## src/rtl/nor_erase_pkg.sv

```systemverilog
package nor_erase_pkg;

  localparam logic [7:0] OP_STATUS  = 8'h05;
  localparam logic [7:0] OP_WREN    = 8'h06;
  localparam logic [7:0] OP_WRDI    = 8'h04;
  localparam logic [7:0] OP_ERASE   = 8'hD8;
  localparam logic [7:0] OP_ENTER4  = 8'hB7;
  localparam logic [7:0] OP_LEAVE4  = 8'hE9;

  localparam logic [1:0] AM_THREE = 2'd0;
  localparam logic [1:0] AM_FOUR  = 2'd1;
  localparam logic [1:0] AM_MIXED = 2'd2;

  typedef enum logic [2:0] {
    FR_STAT, FR_ENTER, FR_WREN, FR_ERASE, FR_WRDI, FR_LEAVE
  } frame_e;

  typedef struct packed {
    logic load;
    logic clrIdx;
    logic incIdx;
    logic capStat;
    logic incPoll;
    logic clrGap;
    logic incGap;
    logic setErr;
  } dp_ctl_t;

endpackage

```

## src/rtl/nor_erase_dp.sv

```systemverilog
module nor_erase_dp
  import nor_erase_pkg::*;
#(
  parameter int ADDR_W     = 32,
  parameter int MAX_POLLS  = 4000000,
  parameter int GAP_CYCLES = 1
) (
  input  logic              clk,
  input  logic              rstN,
  input  dp_ctl_t           ctl,
  input  frame_e            frame,
  input  logic [ADDR_W-1:0] startAddr,
  input  logic [1:0]        startMode,
  input  logic [7:0]        rxData,
  output logic [7:0]        curByte,
  output logic              firstByte,
  output logic              lastByte,
  output logic              wip,
  output logic              pollExpired,
  output logic              gapDone,
  output logic              wrap4,
  output logic              errFlag
);

  localparam int POLL_W = $clog2(MAX_POLLS + 1);
  localparam int GAP_W  = (GAP_CYCLES > 1) ? $clog2(GAP_CYCLES) : 1;
  localparam logic [ADDR_W-1:0] HIGH_BASE = ADDR_W'(32'h0100_0000);

  logic [ADDR_W-1:0] addrQ;
  logic [1:0]        modeQ;
  logic [2:0]        idx;
  logic [POLL_W-1:0] pollCnt;
  logic [GAP_W-1:0]  gapCnt;
  logic [7:0]        statQ;

  always_ff @(posedge clk) begin
    if (!rstN) begin
      addrQ   <= '0;
      modeQ   <= AM_THREE;
      idx     <= '0;
      pollCnt <= '0;
      gapCnt  <= '0;
      statQ   <= '0;
      errFlag <= 1'b0;
    end else begin
      if (ctl.load) begin
        addrQ   <= startAddr;
        modeQ   <= startMode;
        pollCnt <= '0;
        errFlag <= 1'b0;
      end
      if (ctl.clrIdx)       idx <= '0;
      else if (ctl.incIdx)  idx <= idx + 3'd1;
      if (ctl.incPoll)      pollCnt <= pollCnt + POLL_W'(1);
      if (ctl.capStat)      statQ <= rxData;
      if (ctl.clrGap)       gapCnt <= '0;
      else if (ctl.incGap)  gapCnt <= gapCnt + GAP_W'(1);
      if (ctl.setErr)       errFlag <= 1'b1;
    end
  end

  logic       highAddr, use4;
  logic [2:0] nAddr, frameLen;
  logic [5:0] shamt;
  logic [7:0] addrByte;

  always_comb begin
    highAddr = addrQ >= HIGH_BASE;
    wrap4    = (modeQ == AM_MIXED) && highAddr;
    use4     = (modeQ == AM_FOUR) || wrap4;
    nAddr    = use4 ? 3'd4 : 3'd3;
    shamt    = {nAddr - idx, 3'b000};
    addrByte = 8'(addrQ >> shamt);
    case (frame)
      FR_STAT:  frameLen = 3'd2;
      FR_ERASE: frameLen = nAddr + 3'd1;
      default:  frameLen = 3'd1;
    endcase
    case (frame)
      FR_STAT:  curByte = (idx == 3'd0) ? OP_STATUS : 8'h00;
      FR_ENTER: curByte = OP_ENTER4;
      FR_WREN:  curByte = OP_WREN;
      FR_ERASE: curByte = (idx == 3'd0) ? OP_ERASE : addrByte;
      FR_WRDI:  curByte = OP_WRDI;
      FR_LEAVE: curByte = OP_LEAVE4;
      default:  curByte = 8'h00;
    endcase
    firstByte   = idx == 3'd0;
    lastByte    = idx == frameLen - 3'd1;
    wip         = statQ[0];
    pollExpired = pollCnt >= POLL_W'(MAX_POLLS);
    gapDone     = gapCnt == GAP_W'(GAP_CYCLES - 1);
  end

endmodule

```

## src/rtl/nor_erase_ctrl.sv

```systemverilog
module nor_erase_ctrl
  import nor_erase_pkg::*;
(
  input  logic    clk,
  input  logic    rstN,
  input  logic    start,
  input  logic    txReady,
  input  logic    rxValid,
  input  logic    rxErr,
  input  logic    lastByte,
  input  logic    wip,
  input  logic    pollExpired,
  input  logic    gapDone,
  input  logic    wrap4,
  output dp_ctl_t ctl,
  output frame_e  frame,
  output logic    txValid,
  output logic    busy,
  output logic    done,
  output logic    timeout
);

  typedef enum logic [2:0] {S_IDLE, S_SEND, S_WAIT, S_GAP, S_DONE, S_TOUT} state_e;

  state_e state, stateNxt;
  frame_e frameNxt;

  always_ff @(posedge clk) begin
    if (!rstN) begin
      state <= S_IDLE;
      frame <= FR_STAT;
    end else begin
      state <= stateNxt;
      frame <= frameNxt;
    end
  end

  always_comb begin
    ctl      = '0;
    stateNxt = state;
    frameNxt = frame;
    case (state)
      S_IDLE: if (start) begin
        ctl.load   = 1'b1;
        ctl.clrIdx = 1'b1;
        frameNxt   = FR_STAT;
        stateNxt   = S_SEND;
      end
      S_SEND: if (txReady) stateNxt = S_WAIT;
      S_WAIT: if (rxValid) begin
        ctl.setErr = (frame == FR_ERASE) && rxErr;
        if (lastByte) begin
          ctl.capStat = frame == FR_STAT;
          ctl.incPoll = frame == FR_STAT;
          ctl.clrGap  = 1'b1;
          stateNxt    = S_GAP;
        end else begin
          ctl.incIdx = 1'b1;
          stateNxt   = S_SEND;
        end
      end
      S_GAP: begin
        if (!gapDone) begin
          ctl.incGap = 1'b1;
        end else begin
          ctl.clrIdx = 1'b1;
          stateNxt   = S_SEND;
          case (frame)
            FR_STAT: begin
              if (wip && pollExpired) stateNxt = S_TOUT;
              else if (!wip)          frameNxt = wrap4 ? FR_ENTER : FR_WREN;
            end
            FR_ENTER: frameNxt = FR_WREN;
            FR_WREN:  frameNxt = FR_ERASE;
            FR_ERASE: frameNxt = FR_WRDI;
            FR_WRDI:  if (wrap4) frameNxt = FR_LEAVE;
                      else       stateNxt = S_DONE;
            default:  stateNxt = S_DONE;
          endcase
        end
      end
      default: stateNxt = S_IDLE;
    endcase
  end

  assign txValid = state == S_SEND;
  assign busy    = (state == S_SEND) || (state == S_WAIT) || (state == S_GAP);
  assign done    = state == S_DONE;
  assign timeout = state == S_TOUT;

endmodule

```

## src/rtl/nor_erase_seq.sv

```systemverilog
module nor_erase_seq
  import nor_erase_pkg::*;
#(
  parameter int ADDR_W     = 32,
  parameter int MAX_POLLS  = 4000000,
  parameter int GAP_CYCLES = 1
) (
  input  logic              clk,
  input  logic              rstN,
  input  logic              start,
  input  logic [ADDR_W-1:0] sectorAddr,
  input  logic [1:0]        addrMode,
  output logic              busy,
  output logic              done,
  output logic              timeout,
  output logic              eraseErr,
  output logic              txValid,
  input  logic              txReady,
  output logic [7:0]        txData,
  output logic              txFirst,
  output logic              txLast,
  input  logic              rxValid,
  input  logic [7:0]        rxData,
  input  logic              rxErr
);

  dp_ctl_t ctl;
  frame_e  frame;
  logic    firstByte, lastByte, wip, pollExpired, gapDone, wrap4;

  nor_erase_ctrl i_ctrl (
    .clk(clk), .rstN(rstN), .start(start), .txReady(txReady),
    .rxValid(rxValid), .rxErr(rxErr), .lastByte(lastByte), .wip(wip),
    .pollExpired(pollExpired), .gapDone(gapDone), .wrap4(wrap4),
    .ctl(ctl), .frame(frame), .txValid(txValid), .busy(busy),
    .done(done), .timeout(timeout)
  );

  nor_erase_dp #(
    .ADDR_W(ADDR_W), .MAX_POLLS(MAX_POLLS), .GAP_CYCLES(GAP_CYCLES)
  ) i_dp (
    .clk(clk), .rstN(rstN), .ctl(ctl), .frame(frame),
    .startAddr(sectorAddr), .startMode(addrMode), .rxData(rxData),
    .curByte(txData), .firstByte(firstByte), .lastByte(lastByte),
    .wip(wip), .pollExpired(pollExpired), .gapDone(gapDone),
    .wrap4(wrap4), .errFlag(eraseErr)
  );

  assign txFirst = txValid && firstByte;
  assign txLast  = txValid && lastByte;

endmodule

```

## config.mk

```make
export PLATFORM = sky130hd
export DESIGN_NAME = nor_erase_seq
export DESIGN_NICKNAME = d
export VERILOG_FILES = /design/src/rtl/nor_erase_pkg.sv /design/src/rtl/nor_erase_dp.sv /design/src/rtl/nor_erase_ctrl.sv /design/src/rtl/nor_erase_seq.sv
export SDC_FILE = /design/constraint.sdc
export NUM_CORES = 1
export LEC_CHECK = 0
export BUFFER_PORTS_ARGS = -buffer_cell sky130_fd_sc_hd__buf_2
export CAP_MARGIN = 20
export CORE_ASPECT_RATIO = 0.6
export CORE_UTILIZATION = 45
export DETAILED_ROUTE_END_ITERATION = 8
export GPL_ROUTABILITY_DRIVEN = 0
export PLACE_DENSITY = 0.7
export SLEW_MARGIN = 40
export SYNTH_ARGS = -nofsm -noshare
export SYNTH_HDL_FRONTEND = slang
export SYNTH_HIERARCHICAL = 1
export SYNTH_SLANG_ARGS = --single-unit
```

## constraint.sdc

```tcl
create_clock -name clk -period 4.6 [get_ports clk]
set_input_delay 0.46 -clock clk [delete_from_list [all_inputs] [get_ports clk]]
set_output_delay 0.46 -clock clk [all_outputs]
set_load 0.05 [all_outputs]
```

# After elaboration in Yosys (flattened, before gate mapping)
# Cells that the tools add are included.
# W data, S select, Z words.
op_classes:
  muxes: 38
  bitwise: 1
  n_div: 0
  shifts: 1
  reduce_logical: 19
  addsub: 6
  multipliers: 0
  order_cmp: 2
  n_eq_ne: 21
op_table:
  columns: ["cell", "n"]
  rows:
  - ["$pmux W8 S6", 1]
  - ["$mux W22", 2]
  - ["$mux W3", 14]
  - ["$ge A32 B25 Y1 const B", 1]
  - ["$shr A32 B6 Y8", 1]
  - ["$add A22 B1 Y22 const B", 1]
  - ["$ge A22 B22 Y1 const B", 1]
  - ["$pmux W3 S5", 1]
  - ["$eq A3 B2 Y1 const B", 4]
  - ["$eq A3 B3 Y1 const B", 4]
  - ["$pmux W3 S2", 2]
  - ["$pmux W3 S4", 1]
  - ["$logic_not A3 Y1", 3]
  - ["$mux W1", 9]
  - ["$pmux W3 S3", 1]
  - ["$mux W4", 2]
  - ["$mux W8", 1]
  - ["$reduce_and A7 Y1", 1]
  - ["$add A3 B1 Y3 const B", 2]
  - ["$eq A3 B1 Y1 const B", 2]
  - ["$mux W2", 3]
  - ["$ne A2 B2 Y1 const B", 3]
  - ["$ne A3 B3 Y1 const B", 2]
  - ["$ne A6 B4 Y1 const B", 1]
  - ["other kinds (16)", 25]
totals:
  memories: 0
  ram_bits: 0
  output_inout_bits: 15
  in_bits: 48
  ff_bits: 68
  word_cells: 97
  latch_bits: 0
  romBits: 0

# Logic depth before layout (Yosys ltp)
# Gate-level depths: netlist of run 1.
logic_depth:
  ltp_word: 12
  ltp_mapped: 16
  depth_no_buf: 13

# By module
# The synthesis of run 1 kept the hierarchy.
by_module_without_submodules:
  columns: ["module", "cells_per_inst", "n_inst", "seq_area_each_um2", "area_per_inst_um2"]
  rows:
  - ["nor_erase_dp", 358, 1, 1241.2, 3485.8]
  - ["nor_erase_ctrl", 64, 1, 120.1, 465.4]
  - ["nor_erase_seq", 2, 1, 0.0, 12.5]

# Least setup slack after synthesis of run 1
# No wires, ideal clock.
synth_timing:
  path_kind: "reg2out"
  startpoint: "reg i_dp.addrQ[24]"
  endpoint: "out txData[2]"
  required_time_ns: 4.140
  slack_ns: 1.390
  path_stages_with_launch: 11
  t_arrival_ns: 2.750
  n_path_buf: 1
  cell_sequence: "dfxtp_1 nor4_4 a21o_2 nand2_1 ha_1 inv_1 fa_1 clkbuf_1 mux4_2 nand3_1 o21ai_1"
synth_via:
  elab_chain_len: 8
synth_rtl:
  columns: ["item", "line", "text"]
  rows:
  - ["from (decl)", "nor_erase_dp.sv:29", "logic [ADDR_W-1:0] addrQ;"]
  - ["from (signal assigned)", "nor_erase_dp.sv:47", "addrQ <= startAddr;"]
  - ["$ge A32 B25 Y1", "nor_erase_dp.sv:68", "highAddr = addrQ >= HIGH_BASE;"]
  - ["$logic_and A1 B1 Y1", "nor_erase_dp.sv:69", "wrap4 = (modeQ == AM_MIXED) && highAddr;"]
  - ["$logic_or A1 B1 Y1", "nor_erase_dp.sv:70", "use4 = (modeQ == AM_FOUR) || wrap4;"]
  - ["$mux W3", "nor_erase_dp.sv:71", "nAddr = use4 ? 3'd4 : 3'd3;"]
  - ["$sub A3 B3 Y3", "nor_erase_dp.sv:72", "shamt = {nAddr - idx, 3'b000};"]
  - ["$shr A32 B6 Y8", "nor_erase_dp.sv:73", "addrByte = 8'(addrQ >> shamt);"]
  - ["$mux W8", "nor_erase_dp.sv:83", "FR_ERASE: curByte = (idx == 3'd0) ? OP_ERASE : addrByte;"]
  - ["$pmux W8 S6", "nor_erase_dp.sv:79", "case (frame)"]
  - ["to (decl)", "nor_erase_seq.sv:19", "output logic [7:0] txData,"]
# No other way between the ends.

==> impl_metrics.json, run 1 <==
{
  "power.share.clock_pct": 42.9,
  "port_buffers": 55,
  "rr_endpoint": "i_dp/pollCnt[18]",
  "dominantRegCellSynth": "dfxtp_1",
  "final_cell_area_um2": 4580,
  "grt_pass1_vias": 2852,
  "setup_viol": 0,
  "vdd_ir_drop_max_mv": 0.188,
  "synth.top_cells.by_count": "dfxtp_1, mux2i_1, nor2b_1",
  "via_count": 3217,
  "critPathLaunchType": "flop",
  "grt_first_pass_wirelength_mm": 14.6,
  "clock_skew_ns": 0.00545,
  "power_frac_seq_pct": 42.4,
  "grt.overflow.total": 0,
  "syn_area_um2": 3960,
  "postLayoutSetupSlackWorst_ns": 0.818,
  "period_share_pct": 82.2,
  "max_freq_mhz": 264,
  "switching_power_uw": 415,
  "dp_hpwl_mm": 6.75,
  "crit_required_ns": 4.83,
  "total_leakage_power_nw": 1.85,
  "final_hold_fails": 0,
  "rsz_0062_raised_after_global_routing": "no",
  "drt_pass1_iterations": 4,
  "yosysMostFrequentCell": "dfxtp_1",
  "detail_route.wirelength_mm": 9.33,
  "nets": 526,
  "yosysSeqAreaShare_pct": 34.3,
  "post_drt_via_cell_ratio": 5.47,
  "die_area_um2": 9200,
  "sw_frac_of_total_pct": 27.5,
  "synth_area_per_cell_um2": 9.35,
  "worstPathMaxFanout": 20,
  "core.rowCount": 26,
  "clock_tree.root_cell": "clkbuf_16",
  "synth.net_count": 479,
  "place_area_um2": 4300,
  "clock_tree_from_tritoncts": "built",
  "number_of_sinks_handled_by_clock_tree_synthesis": 68,
  "cts_hold_buffers": 0,
  "maxSlewHeadroom_pct": 46.5,
  "seqCellArea_um2": 1360,
  "synthesis.yosys.warnings": 6,
  "post-place-ws_ns": 0.852,
  "postCtsResizedCells": 0,
  "crit_path_end_kind": "flop",
  "min_to": "i_dp/addrQ[1]",
  "cts_bufs_inserted": 9,
  "wl_per_cell_um": 15.9,
  "period_minus_slack_ns": 3.78,
  "post_route_cells_drive_above_1_share_pct": 22.5,
  "setup.worst_path.class": "reg2reg",
  "tightestPinTransition_ns": 0.797,
  "globalRouteTotalUtil_pct": 21.2,
  "drt_drc_violations_left": 0,
  "count_of_flip_flops_with_a_built_in_enable_after_synthesis": 0,
  "max_transition_viols_final": 0,
  "clock_path_buffers": 2,
  "multi_input_gate_area_um2": 2430,
  "total_number_of_h_tree_levels": 3,
  "combinational_power_share_pct": 14.7,
  "fraction_of_registers_with_async_set_reset_pct": 0,
  "dieHeight_um": 74.7,
  "internal-power_mw": 1.09,
  "synth_area_leader_cell": "dfxtp_1",
  "drt-initial-drc-count": 248,
  "reg2reg_depth": 13,
  "synthDistinctLibCells": 71,
  "pwr_density_cell_nw_per_um2": 330,
  "antenna_violations_before_repair": 0,
  "io_pins": 63,
  "clk_pin_slew_worst_paths_ns": 0.06,
  "num_antenna_cells": 0,
  "grt_max_degree": 67,
  "hold_path.startpoint": "sectorAddr[1]",
  "ys_ff_latch": 68,
  "core_area_um2": 8520,
  "postSynthCellCount": 424,
  "yosys.area.top_type_share_pct": 34.3,
  "critical_path_arrival_ns": 4.01,
  "postRouteAntennaNets": 0,
  "n_fill_cell": 774,
  "clock_latency_ns": 0.34,
  "reg2reg_from": "i_ctrl/frame[2]",
  "worstHoldPathCells": 3,
  "area_growth_syn_to_fin_pct": 15.4,
  "timing.hold.worst.class": "in2reg",
  "post_synth_main_area_contributors": "dfxtp_1, mux2i_1, nor2b_1",
  "cts_setup_buffers": 0,
  "die_w_um": 123,
  "ff2ff_setup_slack_ns": 0.82,
  "setup_tns_final_ns": 0,
  "outcome": "finished clean",
  "floorplan.initialDensity_pct": 46.5,
  "timing.max_cap.violations": 0
}
how the worst max path moves through the flow:
stage,startpoint,endpoint,cells after the start
global placement,i_ctrl/frame[2],i_dp/pollCnt[18],13
floorplan,i_dp/addrQ[24],txData[2],10
detailed placement,i_ctrl/frame[2],i_dp/pollCnt[18],13
CTS,i_ctrl/frame[2],i_dp/pollCnt[18],13
finish,i_ctrl/frame[2],i_dp/pollCnt[18],13
global route,i_ctrl/frame[2],i_dp/pollCnt[18],13
layout make-up:
class,count,share of cell area [%]
inverters,17,1.39
multi-input cells,317,53.2
flip-flops and latches,68,29.8
clock buffers,10,5.22
well taps,112,3.06
clock inverters,6,0.875
repair buffers,58,6.51
critical path: stages (launching register included):
cell and delay (ns):
dfxtp_1 0.59, and3b_1 0.34, a31oi_4 0.23, nand2_1 0.07
ha_1 0.20, xnor2_1 0.13, xnor2_1 0.14, nor4_2 0.42
and2_1 0.22, and3b_2 0.45, nand4_1 0.19, nor3_2 0.35
a21oi_1 0.11, a32o_1 0.21
layout by cell type (no fill, tap or decap), drive strengths merged, types with 8 or more instances in the layout:
cell and n:
buf 58, clkbuf 10, nor2 21, nor2b 39, o21ai 15, nand2b 15, nand3 21, a21oi 10
nor4 10, mux2i 45, inv 17, nand2 34, dfxtp 68, mux4 8, and2 9
cells by family (layout without fill, tap and decap cells):
kind of cell	after synthesis	in the layout	share of synthesized area (%)
AOI/OAI and AO/OA	58	58	10.8
adders and majority gates	7	7	2.40
buffers and inverters	39	91	4.48
DFF	68	68	34.3
muxes	55	55	16.7
xor gates and xnor gates	8	8	1.77
and+or+nand+nor	189	189	29.5
metrics by stage:
stage | total power [mW] | utilization, % | std cells | hold WS [ns]
floorplan | 0.808 | - | 424 | 0.442
global placement | 0.865 | 50.4 | 572 | 0.451
detailed placement | 0.872 | 50.4 | 572 | 0.463
CTS | 1.52 | 53.7 | 588 | 0.372
global route | 1.57 | 53.7 | 588 | 0.392
finish | 1.51 | 53.7 | 588 | 0.382
power groups by stage:
stage,combinational (mW),sequential (mW),clock [mW]
6_report,0.222,0.639,0.647
5_1_grt,0.242,0.643,0.687
4_1_cts,0.222,0.639,0.661
3_5_place_dp,0.221,0.651,0
3_3_place_gp,0.215,0.650,0
2_1_floorplan,0.168,0.640,0
per-layer routing:
| metal | share of wire, % | vias to the layer above | global-route usage, % |
|---|---|---|---|
| met5 | 0 | - | 0 |
| met4 | 0.84 | 0 | 6.16 |
| met3 | 4.7 | 10 | 5.76 |
| met2 | 42 | 77 | 29.8 |
| met1 | 52 | 1529 | 31.3 |
| li1 | - | 1601 | - |
state kept, by name (all words and copies together), names as in the netlist:
name,count
i_dp/modeQ,2
i_ctrl/frame,3
i_dp/statQ,1
i_dp/gapCnt,1
i_dp/pollCnt,22
i_dp/errFlag,1
i_ctrl/state,3
i_dp/addrQ,32
i_dp/idx,3
Power figures use the tool's default switching activity.
==> run 2: changes to the inputs <==
Settings changed: PLACE_DENSITY 0.7 to 0.72.
Clock period 4.6 ns to 3.15 ns, I/O delays scaled along.
==> run 2 against run 1 <==
The run now ends with negative setup slack left. Critical path depth shrank 2. Power grew 62%. Cell count grew 5.3%. First-iteration DRC count shrank 8.1%. Count of clock-buffer cells in the layout grew 3. Die area is the same. Final area grew 13%. Flip-flop and latch count is the same. Largest cell class unchanged. Highest routed layer unchanged.
==> impl_metrics.json, run 2 (synthesized netlist as in run 1, its figures left out) <==
{
  "outcome": "finished with violations",
  "violations": "negative setup slack",
  "grt.overflow.total": 0,
  "reg2reg_from": "i_dp/addrQ[24]",
  "total_leakage_power_nw": 2.14,
  "tightestPinTransition_ns": 0.890,
  "num_antenna_cells": 0,
  "layout_top_registers": "i_dp/addrQ (32), i_dp/pollCnt (22)",
  "max_freq_mhz": 307,
  "detail_route.wirelength_mm": 9.83,
  "grt_max_degree": 67,
  "layout.cells.most_common_list": "dfxtp_1, buf_2, mux2i_1",
  "maxSlewHeadroom_pct": 40.2,
  "dp_hpwl_mm": 6.78,
  "clock_tree.root_cell": "clkbuf_16",
  "setup.worst_path.class": "reg2out",
  "core_area_um2": 8520,
  "via_count": 3347,
  "min_to": "i_dp/addrQ[12]",
  "hold_path.startpoint": "sectorAddr[12]",
  "pwr_density_cell_nw_per_um2": 471,
  "top_usage_layer": "met1",
  "critical_path_arrival_ns": 2.94,
  "clock_path_buffers": 2,
  "clk_pin_slew_worst_paths_ns": 0.05,
  "floorplan.initialDensity_pct": 46.5,
  "drt-initial-drc-count": 228,
  "grtUsageMet2_pct": 29.6,
  "reg2reg_depth": 15,
  "drt_drc_violations_left": 0,
  "io_pins": 63,
  "final_hold_fails": 0,
  "die_w_um": 123,
  "timing.hold.worst.class": "in2reg",
  "antenna_violations_before_repair": 0,
  "globalRouteTotalUtil_pct": 21.8,
  "total_number_of_h_tree_levels": 3,
  "mostFrequentLayoutCell": "dfxtp_1",
  "clock_tree_from_tritoncts": "built",
  "drt_pass1_iterations": 5,
  "postRouteAntennaNets": 0,
  "number_of_sinks_handled_by_clock_tree_synthesis": 68,
  "crit_path_end_kind": "output pin",
  "max_transition_viols_final": 0,
  "grt.met3_usage_pct": 5.98,
  "rr_endpoint": "i_dp/pollCnt[3]",
  "core.rowCount": 26,
  "grt_pass1_vias": 3006,
  "grt_first_pass_wirelength_mm": 15.0,
  "die_area_um2": 9200,
  "worstHoldPathCells": 3,
  "post_route_cells_drive_above_1_share_pct": 33.5,
  "dieHeight_um": 74.7,
  "cts_bufs_inserted": 9,
  "timing.max_cap.violations": 0,
  "vdd_ir_drop_max_mv": 0.361,
  "setup_viol": 8,
  "period_share_pct": 103,
  "critPathLaunchType": "flop",
  "ff2ff_setup_slack_ns": -0.02,
  "port_buffers": 55,
  "nets": 557,
  "area_growth_syn_to_fin_pct": 30.5,
  "clock_latency_ns": 0.33,
  "postLayoutSetupSlackWorst_ns": -0.108,
  "registers.top_by_ff_count": "i_dp/addrQ",
  "post_drt_via_cell_ratio": 5.41,
  "setup_tns_final_ns": -0.399,
  "global_route.usage.met1_pct": 32.4,
  "crit_required_ns": 2.83,
  "post-place-ws_ns": -0.0213,
  "period_minus_slack_ns": 3.26,
  "worstPathMaxFanout": 8,
  "wl_per_cell_um": 15.9,
  "rsz_0062_raised_after_global_routing": "yes",
  "number_of_flip_flops_under_the_largest_register_name": 32,
  "clock_skew_ns": 0.00299
}
run 2: changes by cell type in the layout (fill, tap and decap cells not counted), sizes merged:
cell,previous run,this run
clkinvlp,1,0
clkinv,5,1
clkbuf,10,13
bufinv,0,2
buf,58,89
run 2: metrics by stage:
step | instances | cell area [µm²] | utilization (%) | hold slack [ns] | power (mW)
after floorplan | 424 | 3970 | - | 0.431 | 1.18
after global placement | 586 | 4430 | 52.0 | 0.453 | 1.29
after detailed placement | 586 | 4430 | 52.0 | 0.462 | 1.30
after CTS | 613 | 4930 | 57.9 | 0.229 | 2.44
after global routing | 619 | 5170 | 60.7 | 0.259 | 2.53
final | 619 | 5170 | 60.7 | 0.240 | 2.44
run 2: how the worst max path moves through the flow:
stage	slack, ns	cells past startpoint	endpoint	startpoint
5_1_grt	-0.25	14	i_dp/pollCnt[11]	i_dp/addrQ[24]
4_1_cts	-0.09	11	txData[0]	i_dp/addrQ[27]
2_1_floorplan	0.02	16	i_dp/pollCnt[18]	i_ctrl/frame[1]
6_report	-0.11	11	txData[0]	i_dp/addrQ[24]
3_5_place_dp	-0.02	13	i_dp/pollCnt[20]	i_dp/addrQ[28]
3_3_place_gp	0.05	11	txData[0]	i_dp/addrQ[24]
run 2: area by class of cell:
cell class	instances	area, µm²
multi-input cells	317	2640
clock buffers	13	260
well taps	112	140
inverters	17	71.3
flip-flops and latches	68	1370
repair buffers	89	619
fillers	701	3350
clock inverters	3	68.8
run 2: report_power, final:
part | internal, mW | total, mW | switching (mW) | leakage [nW]
Sequential | 0.899 | 0.934 | 0.0356 | 0.557
Combinational | 0.199 | 0.397 | 0.198 | 1.42
Clock | 0.738 | 1.11 | 0.367 | 0.160
Total | 1.84 | 2.44 | 0.601 | 2.14
run 2: layer usage:
| metal | part of all wire (%) | wire [µm] |
|---|---|---|
| met1 | 51 | 5050 |
| met2 | 42 | 4170 |
| met3 | 5.2 | 511 |
| met4 | 1.1 | 108 |
| met5 | 0 | 0 |
run 2: timing repair:
item / CTS / global route
resized for setup: 31 / 43
cloned: 0 / 0
pin swaps: 9 / 24
buffers inserted: 11 / 8
hold buffers: 0 / 0
setup endpoints to repair: 15 / 30
run 2: critical path: stages (launching register included):
cell     delay [ns]
dfxtp_4        0.35
nor4_4         0.38
buf_4          0.19
a21o_4         0.13
nand2_4        0.05
ha_4           0.16
inv_2          0.05
fa_2           0.54
mux4_2         0.32
nand3_2        0.08
o22ai_2        0.19
buf_6          0.18
